**src/rtl/pwm_dac_pkg.sv**
```systemverilog
package pwm_dac_pkg;
  localparam int DEF_CH       = 5;
  localparam int DEF_COARSE_W = 5;
  localparam int DEF_FINE_W   = 3;
  localparam int DEF_DIV_W    = 2;
endpackage

```
**src/rtl/pwm_prescaler.sv**
```systemverilog
module pwm_prescaler #(
  parameter int DIV_W = 2
) (
  input  logic             clk,
  input  logic             rst_n,
  input  logic [DIV_W-1:0] div_sel,
  output logic             tick
);
  localparam int CNT_W = 1 << DIV_W;
  localparam logic [DIV_W:0] SH_ONE  = 1;
  localparam logic [CNT_W:0] LIM_ONE = 1;
  localparam logic [CNT_W:0] BASE    = 1;

  logic [CNT_W-1:0] cnt_q, cnt_d;
  logic [CNT_W:0]   limit;
  logic [DIV_W:0]   shift_amt;

  always_comb begin
    shift_amt = {1'b0, div_sel} + SH_ONE;
    limit     = (BASE << shift_amt) - LIM_ONE;
    tick      = ({1'b0, cnt_q} >= limit);
    cnt_d     = tick ? '0 : cnt_q + CNT_W'(1);
  end

  always_ff @(posedge clk or negedge rst_n) begin
    if (!rst_n) cnt_q <= '0;
    else        cnt_q <= cnt_d;
  end
endmodule

```
**src/rtl/pwm_timebase.sv**
```systemverilog
module pwm_timebase #(
  parameter int COARSE_W = 5,
  parameter int FINE_W   = 3
) (
  input  logic                clk,
  input  logic                rst_n,
  input  logic                tick,
  output logic [COARSE_W-1:0] slot,
  output logic [FINE_W-1:0]   period,
  output logic                frame_end
);
  logic [COARSE_W-1:0] slot_q, slot_d;
  logic [FINE_W-1:0]   per_q, per_d;
  logic                slot_last, per_last;

  always_comb begin
    slot_last = &slot_q;
    per_last  = &per_q;
    slot_d    = slot_q;
    per_d     = per_q;
    if (tick) begin
      slot_d = slot_q + COARSE_W'(1);
      if (slot_last) per_d = per_q + FINE_W'(1);
    end
    frame_end = tick & slot_last & per_last;
  end

  always_ff @(posedge clk or negedge rst_n) begin
    if (!rst_n) begin
      slot_q <= '0;
      per_q  <= '0;
    end else begin
      slot_q <= slot_d;
      per_q  <= per_d;
    end
  end

  assign slot   = slot_q;
  assign period = per_q;
endmodule

```
**src/rtl/pwm_channel.sv**
```systemverilog
module pwm_channel #(
  parameter int COARSE_W = 5,
  parameter int FINE_W   = 3,
  localparam int WORD_W  = COARSE_W + FINE_W
) (
  input  logic                clk,
  input  logic                rst_n,
  input  logic                frame_end,
  input  logic [COARSE_W-1:0] slot,
  input  logic [FINE_W-1:0]   period,
  input  logic [WORD_W-1:0]   word_in,
  input  logic                en,
  input  logic                gpio,
  output logic [WORD_W-1:0]   held,
  output logic                pin
);
  logic [WORD_W-1:0]   held_q, held_d;
  logic [COARSE_W-1:0] coarse;
  logic [FINE_W-1:0]   fine;
  logic                stretch, found, level;
  logic [COARSE_W:0]   high_len;

  always_comb begin
    held_d = frame_end ? word_in : held_q;
  end

  always_ff @(posedge clk or negedge rst_n) begin
    if (!rst_n) held_q <= '0;
    else        held_q <= held_d;
  end

  // The lowest set bit of the period index picks the fine bit:
  // bit position k selects fine bit FINE_W-1-k, and period 0 picks none.
  always_comb begin
    coarse  = held_q[WORD_W-1:FINE_W];
    fine    = held_q[FINE_W-1:0];
    stretch = 1'b0;
    found   = 1'b0;
    for (int k = 0; k < FINE_W; k++) begin
      if (!found && period[k]) begin
        stretch = fine[FINE_W-1-k];
        found   = 1'b1;
      end
    end
    high_len = {1'b0, coarse} + {{COARSE_W{1'b0}}, stretch};
    level    = ({1'b0, slot} < high_len);
    pin      = en ? level : gpio;
  end

  assign held = held_q;
endmodule

```
**src/rtl/hybrid_pwm_dac.sv**
```systemverilog
module hybrid_pwm_dac
  import pwm_dac_pkg::*;
#(
  parameter int NUM_CH   = DEF_CH,
  parameter int COARSE_W = DEF_COARSE_W,
  parameter int FINE_W   = DEF_FINE_W,
  parameter int DIV_W    = DEF_DIV_W,
  localparam int WORD_W  = COARSE_W + FINE_W
) (
  input  logic                     clk,
  input  logic                     rst_n,
  input  logic [DIV_W-1:0]         div_sel,
  input  logic [NUM_CH*WORD_W-1:0] duty_words,
  input  logic [NUM_CH-1:0]        chan_en,
  input  logic [NUM_CH-1:0]        gpio_val,
  output logic [NUM_CH-1:0]        pwm_pin
);
  logic                     slot_tick;
  logic [COARSE_W-1:0]      slot_idx;
  logic [FINE_W-1:0]        period_idx;
  logic                     frame_end;
  logic [NUM_CH*WORD_W-1:0] held_flat;

  pwm_prescaler #(.DIV_W(DIV_W)) u_presc (
    .clk     (clk),
    .rst_n   (rst_n),
    .div_sel (div_sel),
    .tick    (slot_tick)
  );

  pwm_timebase #(.COARSE_W(COARSE_W), .FINE_W(FINE_W)) u_tbase (
    .clk       (clk),
    .rst_n     (rst_n),
    .tick      (slot_tick),
    .slot      (slot_idx),
    .period    (period_idx),
    .frame_end (frame_end)
  );

  for (genvar g = 0; g < NUM_CH; g++) begin : g_ch
    pwm_channel #(.COARSE_W(COARSE_W), .FINE_W(FINE_W)) u_ch (
      .clk       (clk),
      .rst_n     (rst_n),
      .frame_end (frame_end),
      .slot      (slot_idx),
      .period    (period_idx),
      .word_in   (duty_words[g*WORD_W +: WORD_W]),
      .en        (chan_en[g]),
      .gpio      (gpio_val[g]),
      .held      (held_flat[g*WORD_W +: WORD_W]),
      .pin       (pwm_pin[g])
    );
  end
endmodule

```
**config.mk**
```make
export PLATFORM = sky130hd
export DESIGN_NAME = hybrid_pwm_dac
export DESIGN_NICKNAME = d
export VERILOG_FILES = /design/src/rtl/pwm_dac_pkg.sv /design/src/rtl/pwm_prescaler.sv /design/src/rtl/pwm_timebase.sv /design/src/rtl/pwm_channel.sv /design/src/rtl/hybrid_pwm_dac.sv
export SDC_FILE = /design/constraint.sdc
export NUM_CORES = 1
export LEC_CHECK = 0
export ABC_AREA = 1
export CAP_MARGIN = 40
export CORE_ASPECT_RATIO = 0.7
export CORE_MARGIN = 2
export CORE_UTILIZATION = 54
export CTS_CLUSTER_SIZE = 30
export DETAILED_ROUTE_END_ITERATION = 10
export HOLD_SLACK_MARGIN = 0.08
export PLACE_DENSITY = 0.87
export SKIP_LAST_GASP = 1
export SLEW_MARGIN = 20
export SYNTH_ARGS = -nofsm -noshare
export SYNTH_HDL_FRONTEND = slang
export SYNTH_SLANG_ARGS = --single-unit
export TNS_END_PERCENT = 1
```
**constraint.sdc**
```tcl
create_clock -name clk -period 3.5 [get_ports clk]
set_input_delay 0.875 -clock clk [delete_from_list [all_inputs] [get_ports clk]]
set_output_delay 0.875 -clock clk [all_outputs]
set_load 0.01 [all_outputs]
```
# ---- Word level (Yosys, flattened, before mapping)
# Cells that the tools add are included.
# W data, S select, Z words.
dict set report op_classes {
  order_cmp 6
  mux 23
  shifts 1
  add_sub_neg 10
  reduce_logical 7
  bitwise 2
}
# op count
set ops {}
lappend ops {{$add A5 B1 Y6} 5}
lappend ops {{$lt A5 B6 Y1} 5}
lappend ops {{$mux W1} 22}
lappend ops {{$reduce_and A6 Y1} 1}
lappend ops {{$add A5 B1 Y5 const B} 1}
lappend ops {{$ge A4 B5 Y1} 1}
lappend ops {{$reduce_and A5 Y1} 1}
lappend ops {{$shl A1 B3 Y5 const A} 1}
lappend ops {{$sub A5 B1 Y5 const B} 1}
lappend ops {{$add A4 B1 Y4 const B} 1}
lappend ops {{$mux W4} 1}
lappend ops {{$add A2 B1 Y3 const B} 1}
lappend ops {{$add A3 B1 Y3 const B} 1}
lappend ops {{$reduce_and A3 Y1} 1}
lappend ops {{$and A1 B1 Y1} 2}
lappend ops {{$logic_and A1 B1 Y1} 2}
lappend ops {{$logic_not A1 Y1} 2}
dict set report totals {
  output_inout_bits 5
  register_bits 52
  in_bits 54
}

# ---- Longest topological paths before layout
# Gate-level depths: netlist of the first run.
dict set report depth {
  word_depth 10
  mapped_depth 18
  ltp_nobuf 17
}

# ---- Modules after synthesis
# From an unflattened synthesis of the first run, not the netlist that was laid out.
dict set report unflattened {
  cells_unflattened 357
  area_unflattened_um2 3318.2
}
# mod area_each_um2 seq_area_each_um2 instances cells_each
set modules_own_cells {}
lappend modules_own_cells {pwm_channel 523.0 200.2 5 56}
lappend modules_own_cells {pwm_timebase 405.4 200.2 1 41}
lappend modules_own_cells {pwm_prescaler 297.8 100.1 1 36}

# ---- Least setup slack after synthesis of the first run
# Ideal clock, no wire load.
dict set report synth_path {
  path_kind {reg-to-output}
  from {reg u_tbase.per_q[0] (netlist: u_tbase.period[0])}
  to {out pwm_pin[0]}
  path_stages_with_launch 17
  required_ns 2.625
  t_arrival_ns 2.366
  slack_ns 0.259
  cell_sequence {dfrtp_1 -> inv_1 -> ha_1 -> nor2_1 -> a221oi_1 -> nor2_1 -> ha_1 -> ha_1 -> nand3_1 -> xor2_1 -> ha_1 -> nand3_1 -> nand2_1 -> inv_1 -> nand3_1 -> nand2_1 -> buf_4}
}
dict set report synth_via {
  elab_chain_cells 10
  elab_cells_between_ends 12
}
# element line
set synth_lines {}
lappend synth_lines {{start: declaration} pwm_timebase.sv:13} ;# logic [FINE_W-1:0] per_q, per_d;
lappend synth_lines {{start signal: assignment} pwm_timebase.sv:34} ;# per_q <= per_d;
lappend synth_lines {{$mux W1} pwm_channel.sv:40} ;# if (!found && period[k]) begin
lappend synth_lines {{$logic_not A1 Y1} pwm_channel.sv:40}
lappend synth_lines {{$logic_and A1 B1 Y1} pwm_channel.sv:40}
lappend synth_lines {{$mux W1} pwm_channel.sv:40}
lappend synth_lines {{$logic_not A1 Y1} pwm_channel.sv:40}
lappend synth_lines {{$logic_and A1 B1 Y1} pwm_channel.sv:40}
lappend synth_lines {{$mux W1 *} pwm_channel.sv:40}
lappend synth_lines {{$add A5 B1 Y6 *} pwm_channel.sv:45} ;# high_len = {1'b0, coarse} + {{COARSE_W{1'b0}}, stretch};
lappend synth_lines {{$lt A5 B6 Y1 *} pwm_channel.sv:46} ;# level = ({1'b0, slot} < high_len);
lappend synth_lines {{$mux W1 *} pwm_channel.sv:47} ;# pin = en ? level : gpio;
lappend synth_lines {{end: declaration} hybrid_pwm_dac.sv:16} ;# output logic [NUM_CH-1:0] pwm_pin
# Every way passes the cells marked *; elsewhere a longest branch is shown, timed or not.

# ---- Worst setup path in the final report of the first run
dict set report layout_path {
  from {reg u_tbase.per_q[1] (netlist: u_tbase.period[1])}
  to {out pwm_pin[4]}
}
dict set report layout_via {
  elab_chain_cells 8
  elab_cells_between_ends 9
}
# element line
set layout_lines {}
lappend layout_lines {{$logic_and A1 B1 Y1 *} pwm_channel.sv:40}
lappend layout_lines {{$mux W1} pwm_channel.sv:40}
lappend layout_lines {{$logic_not A1 Y1} pwm_channel.sv:40}
lappend layout_lines {{$logic_and A1 B1 Y1} pwm_channel.sv:40}
lappend layout_lines {{$mux W1 *} pwm_channel.sv:40}
lappend layout_lines {{$add A5 B1 Y6 *} pwm_channel.sv:45}
lappend layout_lines {{$lt A5 B6 Y1 *} pwm_channel.sv:46}
lappend layout_lines {{$mux W1 *} pwm_channel.sv:47}
# Marked as above.

==> results of run 1 <==
final timing paths:
path,slack [ps],end,start,cells after the start
max reg2reg,1290,g_ch[1].u_ch.held[1],u_tbase.slot[1],9
max in group asynchronous,2560,u_tbase.slot[0],rst_n,3
min in group clk,490,g_ch[2].u_ch.held[3],g_ch[2].u_ch.held[3],2
max,-400,pwm_pin[4],u_tbase.period[1],19
min reg2reg,490,g_ch[2].u_ch.held[3],g_ch[2].u_ch.held[3],2
min,340,g_ch[3].u_ch.held[7],rst_n,1
power groups by stage:
stage                     clock [mW]  combinational (mW)  sequential, mW
after global placement             0               0.922           0.769
after global routing           0.492                1.17           0.770
after floorplan                    0               0.810           0.729
after detailed placement           0               0.985           0.771
after CTS                      0.462               0.983           0.759
final                          0.463                1.04           0.765
cells in the final DEF (no fill, tap or decap):
cell | synthesis | routed
a221oi_2 | 0 | 5
nand3_1 | 53 | 51
nand2_2 | 2 | 6
dfrtp_2 | 0 | 1
nand2_1 | 158 | 154
ha_1 | 41 | 29
o21ai_0 | 1 | 1
inv_4 | 0 | 1
ha_4 | 0 | 5
clkbuf_8 | 0 | 7
nor2_1 | 24 | 19
a21o_1 | 5 | 5
buf_2 | 6 | 5
xnor2_2 | 0 | 1
dfrtp_1 | 52 | 51
buf_4 | 6 | 23
nor2_4 | 0 | 4
inv_2 | 0 | 1
clkdlybuf4s50_1 | 0 | 52
xor2_1 | 8 | 8
conb_1 | 1 | 1
buf_6 | 1 | 2
inv_1 | 49 | 47
xnor2_1 | 10 | 9
nand3_2 | 11 | 13
nand4_1 | 6 | 6
nor2_2 | 2 | 3
buf_12 | 1 | 1
bufinv_16 | 0 | 1
nor3_1 | 2 | 2
ha_2 | 0 | 7
final cells by class:
cell class,instances,area [um^2]
clock inverters,1,30.0
flip-flops and latches,52,1300
repair buffers,83,761
inverters,49,186
multi-input cells,329,2060
well taps,78,97.6
clock buffers,7,96.3
fillers,434,1710
sequential cells by signal, indices dropped and copies added, names as in the netlist:
signal          count
u_tbase.slot        5
g_ch.u_ch.held     40
u_presc.cnt_q       4
u_tbase.period      3
stage by stage:
stage               cells  power, mW   util  setup slack [ps]
floorplan             448       1.54      -               259
global placement      579       1.69  0.664              -272
detailed placement    579       1.76  0.664              -422
CTS                   595       2.20  0.712              -226
global route          599       2.43  0.726              -521
finish                599       2.27  0.726              -404
layer usage:
metal,vias up,wire (um)
li1,1567,-
met1,1509,3940
met2,117,4580
met3,25,611
met4,0,240
met5,-,0
logic make-up after synthesis:
family | after synthesis
buffers and inverters | 67
and+or+nand+nor | 258
DFF | 52
other | 1
xor gates and xnor gates | 18
AOI/OAI and AO/OA | 11
adders and majority gates | 41
critical path: stages (launching register included):
cell and delay [ps]:
dfrtp_2 420, inv_1 100, ha_4 170, nand2_2 120, buf_6 130, buf_4 100
nor2_1 30, nor2_1 140, ha_2 250, nand2_2 90, nor2_4 130, xnor2_1 80
ha_1 340, a21o_1 190, nand3_1 80, nand2_1 50, inv_1 50, nand3_1 50
nand2_1 80, buf_6 110
what timing repair did:
action,CTS,global route
resized for setup,52,12
hold buffers,0,0
cloned,0,0
setup endpoints to repair,5,5
buffers inserted,8,3
pin swaps,26,29
==> results.sh, run 1 <==
export IMPL_status="finished with violations"
export IMPL_violations="negative setup slack"
export IMPL_routabilityCongestion=0.837
export IMPL_core_mm2=0.00625
export IMPL_combPwrFrac=0.458
export IMPL_worst_slack_ps=-404
export IMPL_setup_violations=5
export IMPL_grtUsageMet2=0.430
export IMPL_num_antenna_cells=0
export IMPL_synth_cells=448
export IMPL_cts_root_buf="clkbuf_8"
export IMPL_drtIter0Drc=227
export IMPL_whs_ps=340
export IMPL_clock_latency_ps=320
export IMPL_routed_wire_length_per_instance_um=15.6
export IMPL_grtUsageMet1=0.319
export IMPL_critical_path_class="reg2out"
export IMPL_peakVddDrop_uv=393
export IMPL_synth_top_family_by_area="simple AND/OR/NAND/NOR gates"
export IMPL_layout_drive_gt1_share=0.165
export IMPL_final_cell_area_mm2=0.00454
export IMPL_syn_cell_area_mm2=0.00351
export IMPL_first_pass_iters=4
export IMPL_synth_compound_area_frac=0.0246
export IMPL_track_usage=0.254
export IMPL_fmax_mhz=256
export IMPL_clk_pin_slew_worst_paths_ps=100
export IMPL_ys_seq_area_frac=0.371
export IMPL_cts_made_buffers=5
export IMPL_clk_path_buf_depth=2
export IMPL_nets=615
export IMPL_met3_usage=0.0478
export IMPL_grt_busiest_layer="met2"
export IMPL_period_share=1.12
export IMPL_port_buffers=58
export IMPL_drc=0
export IMPL_via_count=3218
export IMPL_syn_nets=543
export IMPL_dp_hpwl_um=5830
export IMPL_synth_flop_cell="dfrtp_1"
export IMPL_synthTopCellsByArea="dfrtp_1, nand2_1, ha_1, nand3_1, inv_1"
export IMPL_yosysMostFrequentCell="nand2_1"
export IMPL_grt_max_degree=49
export IMPL_via_per_inst=5.37
export IMPL_fin_setup_tns_ps=-1280
export IMPL_row_count=24
export IMPL_routed_wl_um=9370
export IMPL_antenna_found_initial=0
export IMPL_finalClockSkew_ps=9.35
export IMPL_synth_commonest_cells="nand2_1, nand3_1, dfrtp_1, inv_1, ha_1"
export IMPL_synth_edf_count=0
export IMPL_grt_pass1_vias=3175
export IMPL_required_ps=2620
export IMPL_end_kind="output pin"
export IMPL_final_max_slew_violation_count=0
export IMPL_pin_count=59
export IMPL_powerDensity_mw_per_mm2=500
export IMPL_synth_top_area_frac=0.371
export IMPL_fin_crit_ps=3900
export IMPL_p_leak_nw=2.40
export IMPL_switching_share=0.413
export IMPL_power_switching_mw=0.936
export IMPL_final_antenna_net_count=0
export IMPL_cp_max_fo=5
export IMPL_grt_pass1_wl_um=14300
export IMPL_synthSimpleGateAreaFrac=0.322
export IMPL_synth_xor_area_share=0.0449
export IMPL_initial_core_util=0.562
export IMPL_seq_power_share=0.337
export IMPL_yosysTopAreaCell="dfrtp_1"
export IMPL_hold_class="in2async"
export IMPL_tightest_slew_ps=528
export IMPL_synth_seq_cells=52
export IMPL_maxSlewHeadroom=0.648
export IMPL_synth_warnings=0
export IMPL_cts_sinks=52
export IMPL_syn_area_per_cell_um2=7.83
export IMPL_crit_arrival_ps=3030
export IMPL_maxCapViolations=0
export IMPL_placed_area_mm2=0.00415
export IMPL_cts_tree="done"
export IMPL_die_height_um=71.5
export IMPL_synthMuxAreaShare=0
export IMPL_dieArea_mm2=0.00717
export IMPL_startpoint_type="flip-flop"
export IMPL_async_reset_ff_frac=1.00
export IMPL_area_growth_pct=29.3
export IMPL_die_x_um=100
export IMPL_hold_violations=0
export IMPL_rsz0062_at_grt="yes"
export IMPL_synth_fa_ha_area_frac=0.146
export IMPL_htree_levels=2
export IMPL_ys_types=24
export IMPL_power_frac_clock=0.204
export IMPL_gr_total_overflow=0
export IMPL_p_int_mw=1.33
Note: power is estimated with default switching activity, not from simulation.
==> run 2: changes to the inputs <==
CORE_UTILIZATION = 50   (was 54)
PLACE_DENSITY = 0.82   (was 0.87)
==> run 2 against run 1 <==
  * The run still ends with negative setup slack left
  * Clock-buffer cell count unchanged
  * Critical path depth is 3 lower
  * Worst setup slack better by 180 ps
  * Total power fell by 7.8%
  * Utilization shrank 7.0 points
==> results.sh, run 2 (synthesis results as in run 1) <==
export IMPL_maxSlewHeadroom=0.646
export IMPL_stdcell_count=601
export IMPL_placedCellCount=592
export IMPL_power_switching_mw=0.863
export IMPL_met3_usage=0.0377
export IMPL_track_usage=0.216
export IMPL_hold_violations=0
export IMPL_tightest_slew_ps=531
export IMPL_critical_path_class="reg2out"
export IMPL_p_leak_nw=2.32
export IMPL_antenna_found_initial=0
export IMPL_fmax_mhz=269
export IMPL_grt_max_degree=49
export IMPL_cts_tree="done"
export IMPL_setup_violations=5
export IMPL_final_max_slew_violation_count=0
export IMPL_period_share=1.06
export IMPL_cts_made_buffers=5
export IMPL_multi_input_area_mm2=0.00207
export IMPL_first_pass_iters=4
export IMPL_dp_hpwl_um=5820
export IMPL_die_height_um=74.1
export IMPL_clk_path_buf_depth=2
export IMPL_port_buffers=58
export IMPL_via_per_inst=5.04
export IMPL_finalClockSkew_ps=6.17
export IMPL_power_frac_clock=0.173
export IMPL_startpoint_type="flip-flop"
export IMPL_maxCapViolations=0
export IMPL_rsz0062_at_grt="yes"
export IMPL_routed_wl_um=7960
export IMPL_cts_hold_fix_buffers=0
export IMPL_via_count=3031
export IMPL_hold_class="reg2reg"
export IMPL_peakVddDrop_uv=390
export IMPL_powerDensity_mw_per_mm2=469
export IMPL_initial_core_util=0.517
export IMPL_pin_count=59
export IMPL_combPwrFrac=0.465
export IMPL_grt_pass1_vias=2987
export IMPL_switching_share=0.413
export IMPL_end_kind="output pin"
export IMPL_grtUsageMet2=0.389
export IMPL_seq_power_share=0.362
export IMPL_drtIter0Drc=125
export IMPL_die_x_um=104
export IMPL_grtUsageMet1=0.283
export IMPL_area_growth_pct=27.0
export IMPL_drc=0
export IMPL_status="finished with violations"
export IMPL_ff_latch_area_mm2=0.00130
export IMPL_largest_register_ffs=40
export IMPL_nets=602
export IMPL_layout_common_cells="nand2_1, nand3_1, clkdlybuf4s50_1, dfrtp_1, inv_1"
export IMPL_cts_root_buf="clkbuf_8"
export IMPL_worst_slack_ps=-220
export IMPL_clock_latency_ps=300
export IMPL_clk_pin_slew_worst_paths_ps=90
export IMPL_layout_drive_gt1_share=0.142
export IMPL_cts_sinks=52
export IMPL_crit_arrival_ps=2850
export IMPL_cp_max_fo=5
export IMPL_num_antenna_cells=0
export IMPL_grt_busiest_layer="met2"
export IMPL_dieArea_mm2=0.00772
export IMPL_htree_levels=2
export IMPL_final_common_cell="nand2_1"
export IMPL_routed_wire_length_per_instance_um=13.2
export IMPL_whs_ps=482
export IMPL_fin_crit_ps=3720
export IMPL_fin_setup_tns_ps=-836
export IMPL_core_mm2=0.00679
export IMPL_p_int_mw=1.23
export IMPL_row_count=25
export IMPL_grt_pass1_wl_um=13500
export IMPL_required_ps=2620
export IMPL_fillers=556
export IMPL_routabilityCongestion=0.829
export IMPL_final_antenna_net_count=0
export IMPL_violations="negative setup slack"
export IMPL_gr_total_overflow=0
run 2: cell count changes in the layout (fill, tap and decap cells not counted), moves of 2 or more:
cell,change
nand2_1,+2
inv_2,+2
nand2_2,-3
inv_1,-2
buf_4,-15
run 2: layout make-up:
class                      count  area share
timing repair buffer          70       0.153
multi-input combinational    329       0.465
clock buffer                   7      0.0216
tap                           94      0.0264
inverter                      49      0.0418
sequential                    52       0.292
run 2: power groups by stage:
stage / clock network (mW) / registers [mW] / logic, mW
after floorplan: 0 / 0.729 / 0.810
after global placement: 0 / 0.767 / 0.912
after detailed placement: 0 / 0.770 / 0.969
after CTS: 0.367 / 0.758 / 0.955
after global routing: 0.396 / 0.766 / 1.12
final: 0.361 / 0.757 / 0.973
run 2: worst max-delay path, cell delays in order, from the launching register on:
cell and delay (ps):
dfrtp_2 450, ha_4 180, buf_6 130, a221oi_4 290, nor2_2 80, ha_2 220, nand2_2 90, nor2_4 50
xnor2_2 130, ha_1 310, a21o_1 190, nand3_1 70, nand2_1 50, inv_1 60, nand3_2 50, nand2_1 60
buf_2 120
run 2: routing by layer:
metal  wire length [um]  vias to the layer above  share of wire
li1                   -                     1540              -
met1               3820                     1422           0.48
met2               3770                       62           0.47
met3                312                        7          0.039
met4                 54                        0         0.0068
met5                  0                        -              0
run 2: path summary, 6_finish.rpt:
path | endpoint | slack (ps) | from | depth (start not counted)
min in group asynchronous | u_presc.cnt_q[1] | 510 | rst_n | 1
max in group asynchronous | u_tbase.period[1] | 2230 | rst_n | 3
worst max-delay path | pwm_pin[3] | -220 | u_tbase.period[1] | 16
worst min-delay path | g_ch[2].u_ch.held[0] | 480 | g_ch[2].u_ch.held[0] | 2
worst max register to register | g_ch[4].u_ch.held[2] | 1430 | u_tbase.slot[1] | 9
worst min register to register | g_ch[2].u_ch.held[0] | 480 | g_ch[2].u_ch.held[0] | 2
run 2: through the flow:
stage / util / power [mW] / cell area, um^2 / setup slack, ps
detailed placement: 0.613 / 1.74 / 4160 / -432
floorplan: - / 1.54 / 3510 / 259
global placement: 0.613 / 1.68 / 4160 / -301
CTS: 0.639 / 2.08 / 4330 / -202
finish: 0.656 / 2.09 / 4460 / -220
global route: 0.656 / 2.28 / 4460 / -416
run 2: what timing repair did:
item / 4_1_cts / 5_1_grt
pin swaps: 14 / 16
gates resized for setup: 44 / 21
setup endpoints to repair: 5 / 5
buffers inserted: 1 / 1
gates cloned: 0 / 0
